## config.mk

```make
export PLATFORM = sky130hd
export DESIGN_NAME = tick_window_monitor
export DESIGN_NICKNAME = d
export VERILOG_FILES = /design/src/rtl/tiw_pkg.sv /design/src/rtl/tiw_edges.sv /design/src/rtl/tiw_window.sv /design/src/rtl/tick_window_monitor.sv
export SDC_FILE = /design/constraint.sdc
export NUM_CORES = 1
export LEC_CHECK = 0
export BUFFER_PORTS_ARGS = -buffer_cell sky130_fd_sc_hd__buf_4
export CORE_MARGIN = 4
export CORE_UTILIZATION = 52
export CTS_CLUSTER_DIAMETER = 200
export DETAILED_ROUTE_END_ITERATION = 8
export PLACE_DENSITY = 0.75
export SLEW_MARGIN = 30
export SYNTH_ARGS = -nofsm -noshare
export SYNTH_HDL_FRONTEND = slang
export SYNTH_HIERARCHICAL = 1
export SYNTH_SLANG_ARGS = --single-unit
```

## constraint.sdc

```tcl
create_clock -name clk -period 2.87 [get_ports clk]
set_clock_uncertainty 0.1 [all_clocks]
set_input_delay 0.1435 -clock clk [delete_from_list [all_inputs] [get_ports clk]]
set_output_delay 0.1435 -clock clk [all_outputs]
set_load 0.02 [all_outputs]
```

## src/rtl/tiw_pkg.sv

```systemverilog
package tiw_pkg;

    typedef enum logic [1:0] {
        ST_IDLE  = 2'd0,
        ST_ARMED = 2'd1,
        ST_COUNT = 2'd2
    } tiw_state_e;

    typedef enum logic {
        MODE_ORDER = 1'b0,
        MODE_END   = 1'b1
    } tiw_mode_e;

    typedef struct packed {
        tiw_state_e state;
        logic       viol;
    } tiw_ctrl_t;

endpackage

```

## src/rtl/tiw_edges.sv

```systemverilog
module tiw_edges #(
    parameter int N = 2
) (
    input  logic         clk,
    input  logic         rst_n,
    input  logic [N-1:0] lvl_i,
    output logic [N-1:0] rise_o,
    output logic [N-1:0] fall_o
);
    logic [N-1:0] prev_d, prev_q;

    always_comb begin
        prev_d = lvl_i;
    end

    always_ff @(posedge clk) begin
        if (!rst_n) prev_q <= '0;
        else        prev_q <= prev_d;
    end

    for (genvar i = 0; i < N; i++) begin : g_bit
        assign rise_o[i] = lvl_i[i] & ~prev_q[i];
        assign fall_o[i] = prev_q[i] & ~lvl_i[i];
    end
endmodule

```

## src/rtl/tiw_window.sv

```systemverilog
module tiw_window #(
    parameter int BOUND_W = 8
) (
    input  logic               clk,
    input  logic               rst_n,
    input  logic               load_i,
    input  logic               run_i,
    input  logic               tick_i,
    input  logic [BOUND_W-1:0] lo_i,
    input  logic [BOUND_W-1:0] hi_i,
    output logic               fits_o,
    output logic               expire_o
);
    localparam int CW = BOUND_W + 1;
    localparam logic [CW-1:0] CNT_TOP = '1;

    typedef struct packed {
        logic [CW-1:0]      cnt;
        logic [BOUND_W-1:0] lo;
        logic [BOUND_W-1:0] hi;
    } win_t;

    win_t          d, q;
    logic [CW-1:0] nxt;
    logic [CW-1:0] lo_ext, hi_ext;

    always_comb begin
        lo_ext = {1'b0, q.lo};
        hi_ext = {1'b0, q.hi};
        nxt    = (q.cnt == CNT_TOP) ? q.cnt : q.cnt + {{(CW-1){1'b0}}, tick_i};
        fits_o   = ((q.lo == '0) || (nxt >= lo_ext)) &&
                   ((q.hi == '0) || (nxt <= hi_ext));
        expire_o = (q.hi != '0) && tick_i && (q.cnt >= hi_ext);
        d = q;
        if (load_i) begin
            d.cnt = '0;
            d.lo  = lo_i;
            d.hi  = hi_i;
        end else if (run_i) begin
            d.cnt = nxt;
        end
    end

    always_ff @(posedge clk) begin
        if (!rst_n) q <= '0;
        else        q <= d;
    end


    cnt_bound_chk: assert property (@(posedge clk) disable iff (!rst_n)
        (run_i && !load_i && q.hi != '0) |-> (q.cnt <= hi_ext));


    reload_zero_chk: assert property (@(posedge clk) disable iff (!rst_n)
        load_i |=> (q.cnt == '0));
endmodule

```

## src/rtl/tick_window_monitor.sv

```systemverilog
module tick_window_monitor
    import tiw_pkg::*;
#(
    parameter int BOUND_W = 8
) (
    input  logic               clk,
    input  logic               rst_n,
    input  logic               mode,
    input  logic               lvl_first,
    input  logic               lvl_second,
    input  logic               trigger,
    input  logic               tick,
    input  logic [BOUND_W-1:0] bound_lo,
    input  logic [BOUND_W-1:0] bound_hi,
    output logic               violation,
    output logic               busy
);
    tiw_ctrl_t  d, q;
    logic [1:0] rise_w, fall_w;
    logic       first_fall, second_rise;
    logic       load, run, fits, expire, target, ordering;

    tiw_edges #(.N(2)) u_edges (
        .clk    (clk),
        .rst_n  (rst_n),
        .lvl_i  ({lvl_second, lvl_first}),
        .rise_o (rise_w),
        .fall_o (fall_w)
    );

    assign first_fall  = fall_w[0];
    assign second_rise = rise_w[1];

    tiw_window #(.BOUND_W(BOUND_W)) u_window (
        .clk      (clk),
        .rst_n    (rst_n),
        .load_i   (load),
        .run_i    (run),
        .tick_i   (tick),
        .lo_i     (bound_lo),
        .hi_i     (bound_hi),
        .fits_o   (fits),
        .expire_o (expire)
    );

    always_comb begin
        ordering = (tiw_mode_e'(mode) == MODE_ORDER);
        target   = ordering ? second_rise : first_fall;
        d        = q;
        d.viol   = 1'b0;
        load     = 1'b0;
        run      = 1'b0;
        case (q.state)
            ST_IDLE: begin
                if (ordering) begin
                    if (second_rise)    d.viol  = 1'b1;
                    else if (lvl_first) d.state = ST_ARMED;
                end else if (trigger) begin
                    load    = 1'b1;
                    d.state = ST_COUNT;
                end
            end
            ST_ARMED: begin
                if (!ordering) begin
                    d.state = ST_IDLE;
                end else if (second_rise) begin
                    d.viol  = 1'b1;
                    d.state = ST_IDLE;
                end else if (first_fall) begin
                    load    = 1'b1;
                    d.state = ST_COUNT;
                end
            end
            ST_COUNT: begin
                run = 1'b1;
                if (target) begin
                    d.viol  = !fits;
                    d.state = ST_IDLE;
                end else if (expire) begin
                    d.viol  = 1'b1;
                    d.state = ST_IDLE;
                end else if (ordering && lvl_first) begin
                    d.state = ST_ARMED;
                end else if (!ordering && trigger) begin
                    load = 1'b1;
                end
            end
            default: d.state = ST_IDLE;
        endcase
    end

    always_ff @(posedge clk) begin
        if (!rst_n) begin
            q.state <= ST_IDLE;
            q.viol  <= 1'b0;
        end else begin
            q <= d;
        end
    end

    assign violation = q.viol;
    assign busy      = (q.state != ST_IDLE);


    viol_idle_chk: assert property (@(posedge clk) disable iff (!rst_n)
        violation |-> !busy);


    end_mode_src_chk: assert property (@(posedge clk) disable iff (!rst_n)
        (violation && $past(mode) == MODE_END) |-> ($past(q.state) == ST_COUNT));


    arm_to_count_chk: assert property (@(posedge clk) disable iff (!rst_n)
        (q.state == ST_ARMED && ordering && first_fall && !second_rise)
        |=> (q.state == ST_COUNT));


    early_second_chk: assert property (@(posedge clk) disable iff (!rst_n)
        (q.state != ST_COUNT && ordering && second_rise) |=> violation);
endmodule

```

==> metrics.md, run 1 <==
| Metric | Value |
|---|---|
| Status | complete, but fails checks |
| Failing checks | setup timing |
| Routed WL | 5360 um |
| Worst Setup End Kind | register |
| Leak | 0.00118 uW |
| Clock Latency Late Sink | 0.29 ns |
| Clock buffer count from CTS | 5 |
| HP Start | bound_hi[2] |
| Initial DRC count | 99 |
| Clock tree sinks | 30 |
| Crit-path cells | nand4_1 > nor3b_2 > xor2_1 > ha_1 > and3_1 > a221oi_2 > o21ai_1 > a32oi_1 > mux2i_1 > a22oi_1 > nor2b_1 |
| CTS tree | done |
| Antenna violations before repair | 0 |
| Area occupied by multi-input gates | 0.00149 mm^2 |
| DIE HEIGHT | 71.2 um |
| Delay-heaviest family, CP | simple AND/OR/NAND/NOR gates |
| Initial Utilization | 0.551 |
| # setup viols final | 1 |
| Max clock buf depth | 2 |
| Worst EP arrival | 3.01 ns |
| Critical path buffer and inverter count | 0 |
| Worst Path Max Fanout | 7 |
| All-Layer GR Usage | 0.203 |
| Hold Crit Depth | 3 |
| Cell area after synthesis | 0.00208 mm^2 |
| Hold/Removal Path Class | in2reg |
| Ys Warns | 6 |
| R2R Setup Slk | -0.07 ns |
| Clk pin slew, worst setup/hold paths | 0.06 ns |
| Vias per cell | 5.63 |
| Final worst slack | -0.0661 ns |
| Final Hold Fails | 0 |
| Pins Over Slew Limit | 0 |
| Core ar. | 0.00377 mm^2 |
| Min Tclk post-route | 2.94 ns |
| H-tree depth | 2 |
| WP depth | 11 |
| Slew headroom | 0.732 |
| RSZ-0062 raised after global routing | true |
| Placed insts | 315 |
| PortBufs | 24 |
| Hold EP | u_window/hi_ext[2] |
| Fraction of layout cells with a size suffix above 1 | 0.304 |
| Post-synthesis instance total | 235 |
| Critical Path RT | 2.95 ns |
| Max-cap violations | 0 |
| First-pass GRT wire length | 8140 um |
| Syn Area/Cell | 8.84 um^2 |
| Max stage delay on crit path | 0.48 ns |
| Worst Setup Path Type | reg2reg |
| Vias after detailed routing | 1882 |
| Util after Layout | 0.734 |
| Die outline width | 71.2 um |
| DRC viols | 0 |
| CP Launch Type | register |
| FF-to-FF End | violation |
| Slowest library cell on the worst path | dfxtp_1 |
| Fin cells | 334 |
| Worst flop-to-flop path startpoint | u_window/q[19] |
| Storage cell area | 604 um^2 |
| Row count | 22 |
| Fillers | 276 |
| Grt ovf | 0 |
| Routed wire per std cell | 16.1 um |
| Final period util | 1.02 |
| Layout net count | 334 |
| RePlAce Congestion | 0.904 |
| Net Count, Synth | 284 |
| Max Fclk | 341 MHz |
| Remaining antenna violation count | 0 |
| Root Driver | clkbuf_8 |
| ANT cells | 0 |
| 1st-pass router iterations | 4 |
| Vias in the first global route | 1846 |
| Ports | 25 |
| Layout area overhead | 33.1% |
| IR drop worst, VDD | 0.389 mV |
| R2R depth | 11 |
| Largest net degree at the start of global routing | 23 |
| Worst-Margin Slew | 0.397 ns |
| Die area | 0.00507 mm^2 |
| Post-DP HPWL | 3670 um |
| Pwr per Cell Area | 423 mW/mm^2 |
==> registers in the layout (all words and copies together) (netlist names) <==
signal and flops:
q 2, u_window/q 9, violation 1, u_window/lo_ext 8, u_window/hi_ext 8, u_edges/prev_q 2
==> worst max-delay path by stage <==
stage	start	slack, ns	endpoint
6_report	u_window/q[19]	-0.07	violation
5_1_grt	u_window/q[16]	-0.21	violation
4_1_cts	u_window/q[16]	-0.01	violation
3_5_place_dp	u_window/q[16]	-0.04	violation
3_3_place_gp	u_window/q[16]	0.06	violation
2_1_floorplan	u_window/q[16]	0.03	violation
==> cell usage in the layout, fill, tap and decap left out, drive strengths merged, types with 3 or more instances in the layout <==
cell / n
a211oi: 4
a21o: 3
a21oi: 7
a31oi: 3
and2: 3
and3: 3
buf: 48
clkbuf: 8
dfxtp: 30
ha: 26
inv: 23
mux2i: 21
nand2: 9
nand2b: 4
nand3: 6
nand4: 6
nor2: 15
nor2b: 20
nor3: 3
nor3b: 3
nor4: 4
o21ai: 9
xor2: 7
==> metal layers <==
metal,global-route usage,up-vias,part of all wire
met5,0,-,0
met4,0.129,0,0.028
met3,0.0421,13,0.034
met2,0.329,38,0.51
met1,0.244,893,0.43
li1,-,938,-
==> tightest hold or removal path, stage by stage <==
cell	delay, ns
buf_4	0.07
mux2i_1	0.05
nor2b_1	0.09
==> power by group <==
group	internal (uW)	switching (uW)
Sequential	442	27.3
Clock	193	158
Combinational	176	173
==> through the flow <==
stage                     total power (uW)  worst slack [ns]  instance area [um^2]  setup TNS, ns  hold slack (ns)
after floorplan                        673            0.0330                  2080              0            0.165
after global placement                 760            0.0629                  2430              0            0.255
after detailed placement               770           -0.0418                  2430        -0.0418            0.263
after CTS                             1140           -0.0126                  2570        -0.0126         0.000709
after global routing                  1230            -0.206                  2770          -2.16           0.0114
final                                 1170           -0.0661                  2770        -0.0661          0.00725
==> what timing repair did <==
| action | CTS | global route |
|---|---|---|
| pin swaps | 5 | 15 |
| hold buffers | 2 | 0 |
| setup endpoints to repair | 2 | 22 |
| hold endpoints to repair | 2 | 0 |
| buffers inserted | 1 | 7 |
| resized for setup | 6 | 22 |
| gates cloned | 0 | 1 |
==> cell type report <==
| type | instances | area share |
|---|---|---|
| inverter | 23 | 0.0312 |
| sequential | 30 | 0.218 |
| tap | 48 | 0.0217 |
| clock inverter | 1 | 0.00181 |
| multi-input combinational | 174 | 0.540 |
| timing repair buffer | 51 | 0.156 |
| clock buffer | 7 | 0.0312 |
No activity file was read; power rests on OpenSTA's default activity.
==> inputs of run 2 (changes only) <==
--- a/config.mk
+++ b/config.mk
@@ -5,12 +5,13 @@
 export SDC_FILE = /design/constraint.sdc
 export NUM_CORES = 1
 export LEC_CHECK = 0
+export ABC_AREA = 1
 export BUFFER_PORTS_ARGS = -buffer_cell sky130_fd_sc_hd__buf_4
 export CORE_MARGIN = 4
-export CORE_UTILIZATION = 52
+export CORE_UTILIZATION = 53
 export CTS_CLUSTER_DIAMETER = 200
 export DETAILED_ROUTE_END_ITERATION = 8
-export PLACE_DENSITY = 0.75
+export PLACE_DENSITY = 0.76
 export SLEW_MARGIN = 30
 export SYNTH_ARGS = -nofsm -noshare
 export SYNTH_HDL_FRONTEND = slang
==> run 2 against run 1 <==
Effect of this change: the flow now finishes without violations; worst hold slack about the same; global-route usage up 0.13 points; sequential share of layout area up 1.3 points; sequential power up 20%; routed wire length down 9.4%; synthesized cell count up 36%; die area up 1.4%; clock-buffer cell count up 1; register-to-register slack better by 0.29 ns; cell area down 6.1%; highest routed layer unchanged.
==> metrics.md, run 2 <==
| Metric | Value |
|---|---|
| Vias after detailed routing | 2077 (+10%) |
| Pwr per Cell Area | 741 mW/mm^2 (+75%) |
| Largest Register | u_window/q |
| Initial DRC count | 106 (+7.1%) |
| Clock buffer count from CTS | 5 (unchanged) |
| Remaining antenna violation count | 0 (unchanged) |
| Root Driver | clkbuf_8 |
| ANT cells | 0 (unchanged) |
| DIE HEIGHT | 71.7 um (+0.68%) |
| Commonest non-fill, non-tap cell in the layout | nand2_1 |
| # setup viols final | 0 (-1) |
| Layout area overhead | 20.8% |
| Ports | 25 (unchanged) |
| Min Tclk post-route | 2.65 ns (-0.285 ns) |
| Pre-CTS setup slack | 0.146 ns (+0.188 ns) |
| Hold/Removal Path Class | in2reg |
| Vias per cell | 5.13 (-9.0%) |
| Slew headroom | 0.794 (+0.0620) |
| 1st-pass router iterations | 4 (unchanged) |
| Cell area after synthesis | 0.00215 mm^2 (+3.5%) |
| Hold EP | u_window/hi_ext[0] |
| Initial Utilization | 0.566 (+0.0151) |
| First-pass GRT wire length | 8420 um (+3.4%) |
| Worst EP arrival | 2.72 ns (-0.29 ns) |
| Hold_ws | 0.00746 ns (+0.000215 ns) |
| Worst Setup Path Type | reg2reg |
| Final Hold Fails | 0 (unchanged) |
| CTS tree | done |
| H-tree depth | 2 (unchanged) |
| HP Start | bound_hi[0] |
| Worst Path Max Fanout | 7 (unchanged) |
| Placed insts | 390 (+24%) |
| Fraction of layout cells with a size suffix above 1 | 0.190 (-0.114) |
| Antenna violations before repair | 0 (unchanged) |
| Max clock buf depth | 2 (unchanged) |
| Max FFs per register | 9 (unchanged) |
| Clock Latency Late Sink | 0.28 ns (about the same) |
| Design Power | 1920 uW (+65%) |
| Ys Warns | 6 (unchanged) |
| Worst-Margin Slew | 0.309 ns (-0.0883 ns) |
| Clock tree sinks | 30 (unchanged) |
| Core ar. | 0.00380 mm^2 (+0.73%) |
| Status | complete, no violations |
| Final worst slack | 0.219 ns (+0.285 ns) |
| Routed wire per std cell | 12.0 um (-25%) |
| Die area | 0.00514 mm^2 (+1.4%) |
| RePlAce Congestion | 0.899 (-0.59%) |
| FF-to-FF End | u_window/lo_ext[7] |
| PortBufs | 24 (unchanged) |
| Layout net count | 405 (+21%) |
| Total negative slack | 0 ns (+0.0661 ns) |
| Worst Setup End Kind | register |
| Vias in the first global route | 1925 (+4.3%) |
| Fillers | 358 (+30%) |
| Syn Area/Cell | 6.74 um^2 (-24%) |
| R2R depth | 17 (+6) |
| Fin cells | 405 (+21%) |
| Grt ovf | 0 (unchanged) |
| Clk pin slew, worst setup/hold paths | 0.06 ns (about the same) |
| Max-cap violations | 0 (unchanged) |
| CP Launch Type | register |
| IR drop worst, VDD | 0.420 mV (+7.9%) |
| Critical Path RT | 2.94 ns (about the same) |
| Final period util | 0.924 (-0.0994) |
| All-Layer GR Usage | 0.205 (+0.00132) |
| Post-DP HPWL | 3780 um (+3.0%) |
| Pins Over Slew Limit | 0 (unchanged) |
| DRC viols | 0 (unchanged) |
| R2R Setup Slk | 0.22 ns (+0.29 ns) |
| Worst flop-to-flop path startpoint | u_window/hi_ext[4] |
| Most frequent cells in the layout | nand2_1 (59), inv_1 (49), nor2_1 (37), buf_4 (31), dfxtp_1 (30) |
| Largest net degree at the start of global routing | 29 (+26%) |
| Post-synthesis instance total | 319 (+36%) |
| Leak | 0.00138 uW (+17%) |
| Max Fclk | 377 MHz (+11%) |
| Row count | 22 (unchanged) |
| Die outline width | 71.7 um (+0.68%) |
| Hold Crit Depth | 3 (unchanged) |
| Routed WL | 4860 um (-9.4%) |
| Net Count, Synth | 368 (+30%) |
run 2: layout make-up:
cell class                 count  area (um^2)  share of cell area
sequential                    30          601               0.231
timing repair buffer          34          263               0.101
inverter                      58          221              0.0853
clock buffer                   8          110              0.0424
tap                           48         60.1              0.0231
timing repair inverter         1         7.51             0.00289
multi-input combinational    226         1340               0.514
run 2: repair_timing:
item	CTS	global route
setup endpoints to repair	0	23
resized for setup	0	9
buffers inserted	0	3
hold endpoints to repair	3	0
hold buffers	3	0
run 2: where the power goes:
part           internal (uW)  switching [uW]  total [uW]
combinational            393             578         971
clock                    242             150         392
sequential               493            68.8         562
run 2: worst max-delay path by stage:
stage                     cells after the start                 end  slack, ns          startpoint
final                                        17  u_window/lo_ext[7]       0.22  u_window/hi_ext[4]
after global routing                         17  u_window/hi_ext[5]     -0.009  u_window/hi_ext[4]
after CTS                                    16  u_window/lo_ext[3]       0.08  u_window/hi_ext[4]
after detailed placement                     16  u_window/lo_ext[3]       0.15  u_window/hi_ext[4]
after global placement                       16  u_window/hi_ext[2]       0.16  u_window/hi_ext[4]
after floorplan                              16  u_window/lo_ext[3]       0.55      u_window/q[18]
run 2: worst max-delay path: stages, from the launching register on:
cell and delay, ns:
dfxtp_1 0.33, inv_1 0.08, ha_1 0.32, a21oi_1 0.14
o21ai_0 0.09, nand2_1 0.06, o211ai_1 0.08, o21bai_1 0.14
inv_1 0.06, inv_1 0.09, nand3_4 0.09, nor2_4 0.09
nor2_1 0.06, o21ai_4 0.26, clkinvlp_4 0.17, buf_4 0.18
o21ai_0 0.14, a21oi_1 0.05
run 2: through the flow:
stage / instance area [um^2] / util
floorplan: 2150 / -
global placement: 2400 / 0.632
finish: 2600 / 0.684
detailed placement: 2400 / 0.632
global route: 2600 / 0.684
CTS: 2540 / 0.669
run 2: routing by layer:
layer,part of all wire,wire length [um],track usage,vias to the layer above
met5,0,0,0,-
met4,0.021,102,0.0793,0
met3,0.052,252,0.0323,9
met2,0.43,2090,0.312,43
met1,0.50,2410,0.287,932
li1,-,-,-,1093
==> inputs of run 3 (changes only) <==
--- a/config.mk
+++ b/config.mk
@@ -7,11 +7,15 @@
 export LEC_CHECK = 0
 export ABC_AREA = 1
 export BUFFER_PORTS_ARGS = -buffer_cell sky130_fd_sc_hd__buf_4
+export CELL_PAD_IN_SITES_DETAIL_PLACEMENT = 1
+export CELL_PAD_IN_SITES_GLOBAL_PLACEMENT = 2
 export CORE_MARGIN = 4
-export CORE_UTILIZATION = 53
+export CORE_UTILIZATION = 29
 export CTS_CLUSTER_DIAMETER = 200
 export DETAILED_ROUTE_END_ITERATION = 8
-export PLACE_DENSITY = 0.76
+export MAX_ROUTING_LAYER = met4
+export PLACE_DENSITY_LB_ADDON = 0.1
+export RECOVER_POWER = 25
 export SLEW_MARGIN = 30
 export SYNTH_ARGS = -nofsm -noshare
 export SYNTH_HDL_FRONTEND = slang
==> run 3 against run 2 <==
Effect of this change: first-iteration DRC count shrank 53%; combinational power increased by 2.6%; critical path depth unchanged; register-to-register slack improved by 0.06 ns; clock power rose by 43%; die area is 72% higher; critical path type unchanged; largest power group unchanged.
==> metrics.md, run 3 (synthesis gave the netlist of run 2 again) <==
| Metric | Value |
|---|---|
| Min Tclk post-route | 2.59 ns (-0.0581 ns) |
| Pins Over Slew Limit | 0 (unchanged) |
| Vias after detailed routing | 2103 (+1.3%) |
| CP Launch Type | register |
| Power Internal | 1270 uW (+12%) |
| Max clock buf depth | 2 (unchanged) |
| Clock tree sinks | 30 (unchanged) |
| Number of post-CTS setup repair buffers | 0 (unchanged) |
| Worst-Margin Slew | 0.350 ns (+0.0408 ns) |
| Clock buffer count from CTS | 5 (unchanged) |
| Vias in the first global route | 2044 (+6.2%) |
| CTS tree | done |
| Status | complete, no violations |
| Layout net count | 409 (+0.99%) |
| Final Hold Fails | 0 (unchanged) |
| Routed wire per std cell | 13.4 um (+11%) |
| PortBufs | 24 (unchanged) |
| Max Fclk | 386 MHz (+2.2%) |
| Worst EP arrival | 2.68 ns (-0.04 ns) |
| Commonest non-fill, non-tap cell in the layout | nand2_1 |
| Worst Setup End Kind | register |
| Vias per cell | 4.57 (-11%) |
| Max-cap violations | 0 (unchanged) |
| Ports | 25 (unchanged) |
| Most frequent cells in the layout | nand2_1 (58), inv_1 (50), nor2_1 (37), buf_4 (32), dfxtp_1 (29) |
| Post-DP HPWL | 5010 um (+33%) |
| Clock Latency Late Sink | 0.29 ns (about the same) |
| 1st-pass router iterations | 4 (unchanged) |
| Critical Path RT | 2.96 ns (+0.02 ns) |
| Switch Pwr | 852 uW (+6.9%) |
| Core ar. | 0.00721 mm^2 (+90%) |
| RePlAce Congestion | 0.855 (-4.9%) |
| Die area | 0.00886 mm^2 (+72%) |
| RSZ-0062 raised after global routing | true |
| IR drop worst, VDD | 0.225 mV (-47%) |
| Largest net degree at the start of global routing | 28 (-3.4%) |
| Antenna violations before repair | 0 (unchanged) |
| All-Layer GR Usage | 0.154 (-0.0501) |
| Root Driver | clkbuf_8 |
| Combinational Power Share | 0.470 (-0.034) |
| Worst Setup Path Type | reg2reg |
| Max FFs per register | 9 (unchanged) |
| Die outline width | 94.1 um (+31%) |
| DRC viols | 0 (unchanged) |
| Hold/Removal Path Class | in2reg |
| H-tree depth | 2 (unchanged) |
| Layout area overhead | 26.5% |
| Grt ovf | 0 (unchanged) |
| Placed Area | 0.00252 mm^2 (+4.8%) |
| Worst Path Max Fanout | 8 (+1) |
| Clk pin slew, worst setup/hold paths | 0.08 ns (+0.02 ns) |
| Leak | 0.00140 uW (+2.0%) |
| Remaining antenna violation count | 0 (unchanged) |
| Fraction of layout cells with a size suffix above 1 | 0.197 (+0.00620) |
| Initial Utilization | 0.298 (-0.268) |
| Routed WL | 6150 um (+27%) |
| Design Area, Final | 0.00272 mm^2 (+4.8%) |
| Largest Register | u_window/q |
| First-pass GRT wire length | 10300 um (+23%) |
| DIE HEIGHT | 94.1 um (+31%) |
| Slew headroom | 0.767 (-0.0272) |
| Sequential fraction of design power | 0.266 (-0.026) |
| Clock power frac | 0.264 (+0.060) |
| # setup viols final | 0 (unchanged) |
| Pwr per Cell Area | 779 mW/mm^2 (+5.1%) |
| Util after Layout | 0.377 (-0.307) |
| Initial DRC count | 50 (-53%) |
| Switching Fraction | 0.402 (-0.0122) |
| Row count | 31 (+41%) |
| Hold_ws | 0.0314 ns (+0.0239 ns) |
| Final period util | 0.903 (-0.0202) |
| ANT cells | 0 (unchanged) |
==> run 3: layer usage <==
metal  GRT usage  share of wire  vias to the layer above
met5           -              0                        -
met4      0.0433          0.013                        0
met3      0.0240          0.024                        6
met2       0.241           0.46                       21
met1       0.207           0.51                      972
li1            -              -                     1104
==> run 3: repair_timing <==
item | 4_1_cts | 5_1_grt
setup endpoints to repair | 0 | 3
hold endpoints to repair | 4 | 0
gates resized for setup | 0 | 9
hold buffers | 4 | 0
==> run 3: per-stage QoR <==
stage          total power [uW]  std cells  worst slack, ns  setup TNS (ns)
3_5_place_dp               1570        448            0.158               0
6_report                   2120        460            0.277               0
5_1_grt                    2330        460          -0.0178         -0.0178
2_1_floorplan              1260        319            0.551               0
3_3_place_gp               1560        448            0.166               0
4_1_cts                    2150        460            0.125               0
==> run 3: path summary, 6_finish.rpt <==
check / slack [ns] / cells after the start / start / to
worst max-delay path: 0.28 / 17 / u_window/q[20] / violation
worst min-delay path: 0.03 / 3 / bound_hi[1] / u_window/hi_ext[1]
worst max register to register: 0.28 / 17 / u_window/q[20] / violation
worst min register to register: 0.39 / 2 / u_window/lo_ext[5] / u_window/lo_ext[5]
==> run 3: power groups by stage <==
| stage | Combinational (uW) | Sequential, uW | Clock [uW] |
|---|---|---|---|
| 5_1_grt | 1170 | 576 | 590 |
| 6_report | 996 | 564 | 559 |
| 2_1_floorplan | 700 | 559 | 0 |
| 4_1_cts | 1010 | 565 | 574 |
| 3_3_place_gp | 984 | 575 | 0 |
| 3_5_place_dp | 992 | 575 | 0 |
==> run 3: layout make-up <==
cell class | instances | area, um^2
timing repair buffer | 39 | 295
tap | 99 | 124
multi-input combinational | 226 | 1340
inverter | 58 | 218
fill | 962 | 4490
sequential | 30 | 602
clock buffer | 6 | 82.6
clock inverter | 2 | 60.1
==> run 3: worst max-delay path, stage by stage, from the launching register on <==
cell and delay (ns):
dfxtp_1 0.37, buf_4 0.16, nand4_1 0.18, nor3_4 0.21, inv_2 0.13, nand2_1 0.17
ha_1 0.27, a21o_1 0.17, a21oi_1 0.17, nand2_1 0.08, nand2_1 0.06, nand2_1 0.07
nand2_1 0.06, nand2_1 0.05, inv_1 0.05, nand2_1 0.05, nand3_1 0.07, a21oi_1 0.07
